--- config.mk ---
export PLATFORM = sky130hd
export DESIGN_NAME = tdm_capture_serializer
export DESIGN_NICKNAME = d
export VERILOG_FILES = /design/src/rtl/tdm_ser_pkg.sv /design/src/rtl/tdm_edge_detect.sv /design/src/rtl/tdm_frame_seq.sv /design/src/rtl/tdm_slot_bank.sv /design/src/rtl/tdm_capture_serializer.sv
export SDC_FILE = /design/constraint.sdc
export NUM_CORES = 1
export LEC_CHECK = 0
export ABC_AREA = 1
export CAP_MARGIN = 25
export CORE_AREA = 10 10 166 168
export CTS_BUF_LIST = sky130_fd_sc_hd__clkbuf_4 sky130_fd_sc_hd__clkbuf_8 sky130_fd_sc_hd__clkbuf_16
export CTS_CLUSTER_DIAMETER = 120
export CTS_CLUSTER_SIZE = 28
export DETAILED_ROUTE_END_ITERATION = 12
export DIE_AREA = 0 0 176 178
export PLACE_DENSITY = 0.6
export SYNTH_ARGS = -nofsm -noshare
export SYNTH_HDL_FRONTEND = slang
export SYNTH_SLANG_ARGS = --single-unit
--- constraint.sdc ---
create_clock -name clk -period 6.19 [get_ports clk]
set_input_delay 0.9285 -clock clk [delete_from_list [all_inputs] [get_ports clk]]
set_output_delay 0.9285 -clock clk [all_outputs]
set_load 0.005 [all_outputs]
--- src/rtl/tdm_ser_pkg.sv ---
package tdm_ser_pkg;

  typedef enum logic [1:0] {
    ROLE_PRIM,
    ROLE_EMPTY,
    ROLE_AUX
  } slot_role_e;

  // valid sample length for a length-select code
  function automatic int word_len(input logic [1:0] code);
    case (code)
      2'd0:    return 16;
      2'd1:    return 18;
      2'd2:    return 20;
      default: return 24;
    endcase
  endfunction

  // role of a slot position in the frame
  function automatic slot_role_e slot_role(input int slot, input int n_prim,
                                           input int n_empty);
    if (slot < n_prim) return ROLE_PRIM;
    if (slot < n_prim + n_empty) return ROLE_EMPTY;
    return ROLE_AUX;
  endfunction

  // channel index feeding a slot (primary first, auxiliary after)
  function automatic int chan_of_slot(input int slot, input int n_prim,
                                      input int n_empty);
    if (slot < n_prim) return slot;
    if (slot < n_prim + n_empty) return 0;
    return slot - n_empty;
  endfunction

endpackage

--- src/rtl/tdm_edge_detect.sv ---
module tdm_edge_detect #(
  parameter int SYNC_STAGES = 2
) (
  input  logic clk,
  input  logic rst_n,
  input  logic bclk_in,
  input  logic fsync_in,
  output logic bclk_rise,
  output logic bclk_fall,
  output logic fsync_lvl
);
  localparam int TOP = SYNC_STAGES - 1;

  logic [TOP:0] bclk_sr;
  logic [TOP:0] fsync_sr;
  logic         bclk_d;

  always_ff @(posedge clk) begin
    if (!rst_n) begin
      bclk_sr  <= '0;
      fsync_sr <= '0;
      bclk_d   <= 1'b0;
    end else begin
      bclk_sr  <= {bclk_sr[TOP-1:0], bclk_in};
      fsync_sr <= {fsync_sr[TOP-1:0], fsync_in};
      bclk_d   <= bclk_sr[TOP];
    end
  end

  assign bclk_rise = bclk_sr[TOP] & ~bclk_d;
  assign bclk_fall = ~bclk_sr[TOP] & bclk_d;
  assign fsync_lvl = fsync_sr[TOP];

endmodule

--- src/rtl/tdm_frame_seq.sv ---
module tdm_frame_seq #(
  parameter int FRAME_BITS = 256,
  localparam int IDX_W = $clog2(FRAME_BITS)
) (
  input  logic             clk,
  input  logic             rst_n,
  input  logic             bclk_rise,
  input  logic             bclk_fall,
  input  logic             fsync_lvl,
  output logic             frame_start,
  output logic             step_evt,
  output logic             stop_evt,
  output logic             first_hold,
  output logic             running,
  output logic [IDX_W-1:0] bit_idx,
  output logic [IDX_W-1:0] next_idx
);
  localparam logic [IDX_W-1:0] LAST = IDX_W'(FRAME_BITS - 1);

  logic fsync_prev;
  logic hold_evt;

  assign frame_start = bclk_rise & fsync_lvl & ~fsync_prev;
  assign hold_evt    = bclk_fall & running & first_hold;
  assign step_evt    = bclk_fall & running & ~first_hold & (bit_idx != LAST);
  assign stop_evt    = bclk_fall & running & ~first_hold & (bit_idx == LAST);
  assign next_idx    = frame_start ? '0 : bit_idx + 1'b1;

  always_ff @(posedge clk) begin
    if (!rst_n) begin
      fsync_prev <= 1'b0;
    end else if (bclk_rise) begin
      fsync_prev <= fsync_lvl;
    end
  end

  always_ff @(posedge clk) begin
    if (!rst_n) begin
      bit_idx    <= '0;
      first_hold <= 1'b0;
      running    <= 1'b0;
    end else if (frame_start) begin
      bit_idx    <= '0;
      first_hold <= 1'b1;
      running    <= 1'b1;
    end else if (hold_evt) begin
      first_hold <= 1'b0;
    end else if (step_evt) begin
      bit_idx <= next_idx;
    end else if (stop_evt) begin
      bit_idx <= '0;
      running <= 1'b0;
    end
  end

endmodule

--- src/rtl/tdm_slot_bank.sv ---
module tdm_slot_bank
  import tdm_ser_pkg::*;
#(
  parameter int SAMPLE_W = 24,
  parameter int N_PRIM   = 4,
  parameter int N_EMPTY  = 2,
  parameter int N_AUX    = 2,
  parameter int SLOT_W   = 32,
  localparam int N_CH    = N_PRIM + N_AUX,
  localparam int SLOTS   = N_PRIM + N_EMPTY + N_AUX,
  localparam int IDX_W   = $clog2(SLOTS * SLOT_W),
  localparam int POS_W   = $clog2(SLOT_W)
) (
  input  logic                       clk,
  input  logic                       rst_n,
  input  logic                       capture,
  input  logic [N_PRIM*SAMPLE_W-1:0] prim_samples,
  input  logic [N_AUX*SAMPLE_W-1:0]  aux_samples,
  input  logic [1:0]                 len_code,
  input  logic [IDX_W-1:0]           sel_idx,
  output logic                       bit_out,
  output logic [1:0]                 code_q
);
  logic [SAMPLE_W-1:0] live_ch   [N_CH];
  logic [SAMPLE_W-1:0] bank_ch   [N_CH];
  logic [SAMPLE_W-1:0] src_ch    [N_CH];
  logic [SAMPLE_W-1:0] slot_word [SLOTS];
  logic [1:0]          code_src;

  for (genvar c = 0; c < N_PRIM; c++) begin : g_prim_in
    assign live_ch[c] = prim_samples[c*SAMPLE_W +: SAMPLE_W];
  end
  for (genvar a = 0; a < N_AUX; a++) begin : g_aux_in
    assign live_ch[N_PRIM+a] = aux_samples[a*SAMPLE_W +: SAMPLE_W];
  end

  // capture register per channel; while capturing, the live value bypasses it
  for (genvar c = 0; c < N_CH; c++) begin : g_bank
    always_ff @(posedge clk) begin
      if (!rst_n) bank_ch[c] <= '0;
      else if (capture) bank_ch[c] <= live_ch[c];
    end
    assign src_ch[c] = capture ? live_ch[c] : bank_ch[c];
  end

  always_ff @(posedge clk) begin
    if (!rst_n) code_q <= 2'd3;
    else if (capture) code_q <= len_code;
  end
  assign code_src = capture ? len_code : code_q;

  for (genvar s = 0; s < SLOTS; s++) begin : g_slot
    if (slot_role(s, N_PRIM, N_EMPTY) == ROLE_EMPTY) begin : g_empty
      assign slot_word[s] = '0;
    end else begin : g_used
      assign slot_word[s] = src_ch[chan_of_slot(s, N_PRIM, N_EMPTY)];
    end
  end

  logic [POS_W-1:0]       pos;
  logic [IDX_W-POS_W-1:0] sel_slot;
  logic [SAMPLE_W-1:0]    shifted;

  always_comb begin
    pos      = sel_idx[POS_W-1:0];
    sel_slot = sel_idx[IDX_W-1:POS_W];
    shifted  = slot_word[sel_slot] << pos;
    bit_out  = (int'(pos) < word_len(code_src)) ? shifted[SAMPLE_W-1] : 1'b0;
  end

endmodule

--- src/rtl/tdm_capture_serializer.sv ---
module tdm_capture_serializer
  import tdm_ser_pkg::*;
#(
  parameter int SAMPLE_W    = 24,
  parameter int N_PRIM      = 4,
  parameter int N_EMPTY     = 2,
  parameter int N_AUX       = 2,
  parameter int SLOT_W      = 32,
  parameter int SYNC_STAGES = 2
) (
  input  logic                       clk,
  input  logic                       rst_n,
  input  logic                       bclk_in,
  input  logic                       fsync_in,
  input  logic [N_PRIM*SAMPLE_W-1:0] prim_samples,
  input  logic [N_AUX*SAMPLE_W-1:0]  aux_samples,
  input  logic [1:0]                 len_code,
  output logic                       sdata_out
);
  localparam int SLOTS      = N_PRIM + N_EMPTY + N_AUX;
  localparam int FRAME_BITS = SLOTS * SLOT_W;
  localparam int IDX_W      = $clog2(FRAME_BITS);

  // named internal events
  logic             bclk_rise;
  logic             bclk_fall;
  logic             fsync_lvl;
  logic             frame_start;
  logic             step_evt;
  logic             stop_evt;
  logic             first_hold;
  logic             running;
  logic [IDX_W-1:0] bit_idx;
  logic [IDX_W-1:0] next_idx;
  logic             next_bit;
  logic [1:0]       code_q;

  tdm_edge_detect #(.SYNC_STAGES(SYNC_STAGES)) u_edges (
    .clk       (clk),
    .rst_n     (rst_n),
    .bclk_in   (bclk_in),
    .fsync_in  (fsync_in),
    .bclk_rise (bclk_rise),
    .bclk_fall (bclk_fall),
    .fsync_lvl (fsync_lvl)
  );

  tdm_frame_seq #(.FRAME_BITS(FRAME_BITS)) u_seq (
    .clk         (clk),
    .rst_n       (rst_n),
    .bclk_rise   (bclk_rise),
    .bclk_fall   (bclk_fall),
    .fsync_lvl   (fsync_lvl),
    .frame_start (frame_start),
    .step_evt    (step_evt),
    .stop_evt    (stop_evt),
    .first_hold  (first_hold),
    .running     (running),
    .bit_idx     (bit_idx),
    .next_idx    (next_idx)
  );

  tdm_slot_bank #(
    .SAMPLE_W (SAMPLE_W),
    .N_PRIM   (N_PRIM),
    .N_EMPTY  (N_EMPTY),
    .N_AUX    (N_AUX),
    .SLOT_W   (SLOT_W)
  ) u_bank (
    .clk          (clk),
    .rst_n        (rst_n),
    .capture      (frame_start),
    .prim_samples (prim_samples),
    .aux_samples  (aux_samples),
    .len_code     (len_code),
    .sel_idx      (next_idx),
    .bit_out      (next_bit),
    .code_q       (code_q)
  );

  // line register: launched at frame start, advanced on falling edges
  always_ff @(posedge clk) begin
    if (!rst_n) begin
      sdata_out <= 1'b0;
    end else if (frame_start || step_evt) begin
      sdata_out <= next_bit;
    end else if (stop_evt) begin
      sdata_out <= 1'b0;
    end
  end

endmodule

---- Word-level counts from Yosys, hierarchy flattened ----
Memories as Yosys holds them, arrays and structs flattened.
Cells that the tools add are included.
storage, ports and cells
  flip-flop bits (word level) ............. 19
  bits in latches ......................... 0
  RAM bits ................................ 144
  bits in read-only memories .............. 0
  bits of input ports ..................... 150
  output and inout port bits .............. 1
  word-level logic and storage cells ...... 83
  memories ................................ 1
operators by class
  add/subtract/negate cells ............... 1
  $mul .................................... 0
  divide/modulo/power cells ............... 0
  magnitude comparators ................... 2
  equal/unequal tests ..................... 6
  shifts and indexed selects .............. 1
  mux-type cells .......................... 32
  bitwise logic cells ..................... 22
  reduce and logical (&&, ||, !) cells .... 9
memory list
  name            words  bits a word  read ports  clocked after Yosys merged registers in  wr ports  RTL line             RTL
  u_bank.bank_ch  6      24           6           0                                        6         tdm_slot_bank.sv:25  logic [SAMPLE_W-1:0] bank_ch [N_CH];
operators with widths
  operator                                              number
  2-to-1 mux 24 bit                                     14
  binary-select mux 24 bit (select 3 bit)               1
  2-to-1 mux 8 bit                                      3
  left shift 24 x 5 -> 24 bit                           1
  2-to-1 mux 1 bit                                      12
  case mux 4 bit (3 select lines)                       1
  bitwise AND 1 bit                                     9
  adder 8 x 1 -> 8 bit (second input constant)          1
  equality test 8 bit (second input constant)           1
  inequality test 8 bit (second input constant)         1
  nonzero test 2 bit                                    4
  NOT 1 bit                                             6
  bitwise OR 1 bit                                      6
  less-than comparator 5 bit                            1
  >= comparator 4 bit (second input constant)           1
  inequality test 2 bit (second input constant)         2
  NOT 3 -> 4 bit                                        1
  AND reduction 3 bit                                   1
  equality test 2 x 1 -> 1 bit (second input constant)  1
  equality test 2 bit (second input constant)           1
  zero test 2 bit                                       1
  2-to-1 mux 2 bit                                      1
  AND reduction 2 bit                                   1
  OR reduction 2 bit                                    1
  logical OR 1 bit                                      1

---- Depth between registers and ports, before layout ----
  depth after elaboration ................. 12
  gate-level depth with buffers ........... 20
  gate-level depth less buffers ........... 19

---- By module ----
From an unflattened synthesis, not the netlist that was laid out.
second synthesis, totals
  cell total of the unflattened synthesis .. 1245
  area total of the unflattened synthesis .. 9599.2 um^2
modules (own cells, without submodules)
  module                  times used  cells each  area each (um^2)  seq. area each (um^2)
  tdm_slot_bank           1           1125        8764.7            4364.2
  tdm_frame_seq           1           93          633.1             220.2
  tdm_edge_detect         1           19          152.6             100.1
  tdm_capture_serializer  1           8           48.8              20.0

---- Worst setup path after synthesis ----
No wires, ideal clock.
  path type ............................... input port to flip-flop
  start point ............................. input port rst_n
  end point ............................... memory u_bank.bank_ch[0][0], enable pin
  library setup time ...................... 1373 ps
  data arrival time ....................... 4197 ps
  required time ........................... 4817 ps
  slack ................................... 620 ps
  stages .................................. 4
  path buffers ............................ 1
  cell sequence ........................... clkbuf_1 -> inv_2 -> nor2_1 -> clkinv_1
RTL lines
  item         RTL line                      RTL
  from (decl)  tdm_capture_serializer.sv:12  input logic rst_n,
  to (decl)    tdm_slot_bank.sv:25

---- Worst setup path in the final report ----
  start point ............................. register u_seq.bit_idx[0]
  end point ............................... register sdata_out
between the ends
  word-level cells in the longest chain between the ends .. 9
  elaborated cells between the ends (all ways) .. 16
  those cells by class .................... add/sub: 1; order compare: 1; eq/ne: 2; shift: 1; mux: 6; bitwise: 3; reduce/logical: 2
RTL lines
  item                                                   RTL line                      RTL
  from (decl)                                            tdm_frame_seq.sv:15           output logic [IDX_W-1:0] bit_idx,
  from (signal assigned)                                 tdm_frame_seq.sv:49           bit_idx <= next_idx;
  adder 8 x 1 -> 8 bit                                   tdm_frame_seq.sv:27           assign next_idx = frame_start ? '0 : bit_idx + 1'b1;
  2-to-1 mux 8 bit                                       tdm_frame_seq.sv:27
  NOT 3 -> 4 bit (not written as such)                   tdm_slot_bank.sv:67           shifted = slot_word[sel_slot] << pos;
  binary-select mux 24 bit (select 3 bit)                tdm_slot_bank.sv:67
  2-to-1 mux 24 bit (not written as such) (2 in series)  tdm_slot_bank.sv:67
  left shift 24 x 5 -> 24 bit                            tdm_slot_bank.sv:67
  2-to-1 mux 1 bit                                       tdm_slot_bank.sv:68           bit_out = (int'(pos) < word_len(code_src)) ? shifted[SAMPLE_W-1] : 1'b0;
  2-to-1 mux 1 bit                                       tdm_capture_serializer.sv:85  end else if (frame_start || step_evt) begin
  to (signal assigned)                                   tdm_capture_serializer.sv:86  sdata_out <= next_bit;
  to (decl)                                              tdm_capture_serializer.sv:18  output logic sdata_out
Parallel ways exist; a longest one is shown, timed or not. The select of a mux whose other input is x is not followed.
A chain may end at the register's enable or synchronous reset.

==> flow_summary.json <==
{
  "hold_end": "u_edges.bclk_sr[1]$_SDFF_PN0_",
  "finalPower_w": 0.002556,
  "grt_first_pass_wirelength_um": 40110,
  "crit_fanout": 34,
  "drc": 0,
  "worst_setup_path_end_kind": "register",
  "vias": 7807,
  "fp.dieH_um": 178,
  "worstPathRequired_ns": 6.51,
  "clk_latency_ns": 0.43,
  "post-route-min-period_ns": 3.551,
  "seqPwrFrac": 0.486,
  "diodes": 0,
  "synthMuxAreaShare": 0,
  "postCtsSetupBuffers": 0,
  "clock_power_share": 0.429,
  "rsz0062_at_grt": "false",
  "dieArea_um2": 31330,
  "port_buffers": 150,
  "fin_crit_sh": 0.5737,
  "async_flop_share": 0,
  "critPathMostFrequentCell": "nand2_1",
  "holdWs_ns": 0.4175,
  "cp.arrival_ns": 3.87,
  "fin_util": 0.4746,
  "fp.dieW_um": 176,
  "p_per_area_nw_per_um2": 223.4,
  "grt_pass1_vias": 7680,
  "avgSynthCellArea_um2": 7.584,
  "core_um2": 24110,
  "grt_max_degree": 97,
  "maxClockFrequency_mhz": 281.6,
  "post_cts_resized": 0,
  "ant_nets": 0,
  "cts_buffers": 17,
  "hold_path_class": "reg -> reg",
  "criticalPathCategory": "reg -> reg",
  "cts.sinks": 163,
  "power_switching_w": 0.0005477,
  "ff2ff_path_depth": 19,
  "drive_above_1_share": 0.05034,
  "slew_headroom": 0.4095,
  "start_kind": "register",
  "grt-ovfl-total": 0,
  "ys.flop_type": "edfxtp_1",
  "track_usage": 0.1618,
  "synth-xor-area-share": 0,
  "reg2reg_to": "sdata_out$_SDFFE_PN0P_",
  "report.final.slew_viol_count": 0,
  "yosysSeqAreaShare": 0.5161,
  "leakagePower_nw": 5.202,
  "setup_tns_ns": 0,
  "ir_drop_uv": 191.9,
  "hold_viol": 0,
  "cpMaxStageDelayCell": "nand3_2",
  "dpl.hpwl_um": 17490,
  "r2r_slack_ns": 2.64,
  "drt_iter0_markers": 625,
  "synthDistinctLibCells": 32,
  "critPathTopFamily": "simple AND/OR/NAND/NOR gates",
  "synth_fa_ha_area_frac": 0.004117,
  "p_comb_frac": 0.085,
  "p_int_w": 0.002008,
  "crit_chain": "buf_4, inv_2, nor2_4, nand3_4, nand3_2, buf_4, o21ai_0, nand2_1, nand2_1, nand3_1, nand2_1, nand2_1, nand2_1, nand2_1, nand2_1, nand3_1, nand2_1, nand3_1, nand2_1",
  "cpPeakStageDelay_ns": 0.56,
  "drt-pass1-iter-count": 5,
  "clk_pin_slew_worst_paths_ns": 0.06,
  "outcome": "complete, no violations",
  "maxCapViolations": 0,
  "nets": 1472,
  "cp.depth": 19,
  "cts-root-buf": "clkbuf_16",
  "cts_hold_repair.buffers": 0,
  "synth_compound_area_frac": 0.05531,
  "routed_wl_um": 25770,
  "place_congestion": 0.8281,
  "skew_ns": 0.008591,
  "num_rows": 57,
  "synthCells": 1202,
  "yosys_warnings": 0,
  "start_util": 0.3782,
  "swShare": 0.2143,
  "syn-cell-area_um2": 9116,
  "setup_viol": 0,
  "mappedNetlistNets": 1355,
  "cts_max_path_buffers": 2,
  "antenna_found_initial": 0,
  "num_io_pins": 151,
  "synth_edf_count": 144,
  "vias_per_cell": 4.717,
  "nFillCells": 2466,
  "hp-start": "u_edges.bclk_sr[0]$_SDFF_PN0_",
  "area_growth_pct": 25.49,
  "synth_top_family_by_area": "simple AND/OR/NAND/NOR gates",
  "cts_tree": "built",
  "synth-simple-area-share": 0.3242,
  "ys_ff_latch": 163,
  "cts_max_level": 4,
  "r2r_start": "u_seq.bit_idx[0]$_SDFFE_PP0P_",
  "worstMarginPinSlew_ns": 0.8837,
  "wire_per_inst_um": 15.57,
  "min_path_cells": 2,
  "crit_buf_inv": 3
}
[routing by layer]
layer  track usage  part of all wire  vias to the layer above
met4       0.05228             0.019                        0
met5             0                 0                        -
met1        0.2092              0.46                     3526
li1              -                 -                     4012
met2        0.2598              0.45                      241
met3       0.04186             0.066                       28
[layout by cell type (no fill, tap or decap)]
cell type,instances
nand2_1,412
nor2_1,183
inv_1,155
clkdlybuf4s50_1,150
edfxtp_1,144
nand3_1,100
o21ai_0,42
a21oi_1,28
dfxtp_1,19
clkbuf_16,17
o211ai_1,8
nand4_1,7
buf_4,7
nand2_2,6
inv_2,5
nor2_4,4
clkinv_2,4
a22oi_1,3
o31ai_1,3
o21ai_1,3
ha_1,3
bufinv_16,3
nand3_4,2
inv_6,2
nor3_2,2
nor3_1,2
nor2_2,2
nand3_2,2
clkbuf_4,2
clkbuf_8,2
clkinvlp_4,2
o21a_1,1
or2_2,1
nand2_4,1
o21bai_4,1
a21boi_1,1
buf_16,1
buf_12,1
[state kept, by name (all words and copies together), names as in the netlist]
signal / count
u_bank.bank_ch: 144
u_edges.bclk_d: 1
u_seq.running: 1
u_bank.code_q: 2
u_seq.fsync_prev: 1
u_edges.fsync_sr: 2
sdata_out: 1
u_edges.bclk_sr: 2
u_seq.first_hold: 1
u_seq.bit_idx: 8
[final cells by class]
type,instances,area [µm²],share of cell area
multi-input cells,817,3517,0.3074
flip-flops and latches,163,4705,0.4112
clock inverters,10,133.9,0.01170
repair buffers,159,1602,0.1400
inverters,161,609.3,0.05326
well taps,324,405.4,0.03544
clock buffers,21,467.9,0.04091
[metrics by stage]
stage	std cells	cell area [µm²]	setup slack (ns)
after CTS	1654	11410	2.618
after detailed placement	1623	10810	2.255
after global placement	1623	10810	2.234
after floorplan	1202	9116	0.6198
final	1655	11440	2.639
after global routing	1655	11440	2.295
[worst max path at each step]
stage / from / end / slack [ns]
floorplan: rst_n / u_bank.bank_ch[0][0]$_SDFFCE_PN0P_ / 0.62
global placement: rst_n / u_bank.bank_ch[2][22]$_SDFFCE_PN0P_ / 2.23
detailed placement: rst_n / u_bank.bank_ch[2][20]$_SDFFCE_PN0P_ / 2.25
CTS: u_seq.bit_idx[0]$_SDFFE_PP0P_ / sdata_out$_SDFFE_PN0P_ / 2.62
global route: u_seq.bit_idx[0]$_SDFFE_PP0P_ / sdata_out$_SDFFE_PN0P_ / 2.30
finish: u_seq.bit_idx[0]$_SDFFE_PP0P_ / sdata_out$_SDFFE_PN0P_ / 2.64
[power groups by stage]
stage	logic [W]	clock network [W]	registers, W
after floorplan	0.0000891	0	0.00127
after global placement	0.000219	0	0.00127
after detailed placement	0.000218	0	0.00127
after CTS	0.000220	0.00110	0.00124
after global routing	0.000241	0.00115	0.00125
final	0.000217	0.00110	0.00124
[synth_stat cells (6+ instances only)]
library cell,instances,area share
a21oi_1,28,0.015
buf_1,8,0.0033
buf_2,20,0.011
clkbuf_1,23,0.0095
dfxtp_1,19,0.042
edfxtp_1,144,0.47
inv_1,155,0.064
nand2_1,413,0.17
nand2_2,6,0.0041
nand3_1,100,0.055
nand4_1,7,0.0048
nor2_1,183,0.075
o211ai_1,8,0.0066
o21ai_0,42,0.023
[cell families after synthesis]
kind of cell | after synthesis
DFF | 163
adders and majority gates | 3
and+or+nand+nor | 724
buffers and inverters | 222
AOI/OAI and AO/OA | 90
[tightest hold or removal path, cell delays in order, from the launching register on]
cell	delay, ns
dfxtp_1	0.31
nand2_1	0.05
inv_1	0.04
No activity file was read; power rests on OpenSTA's default activity.
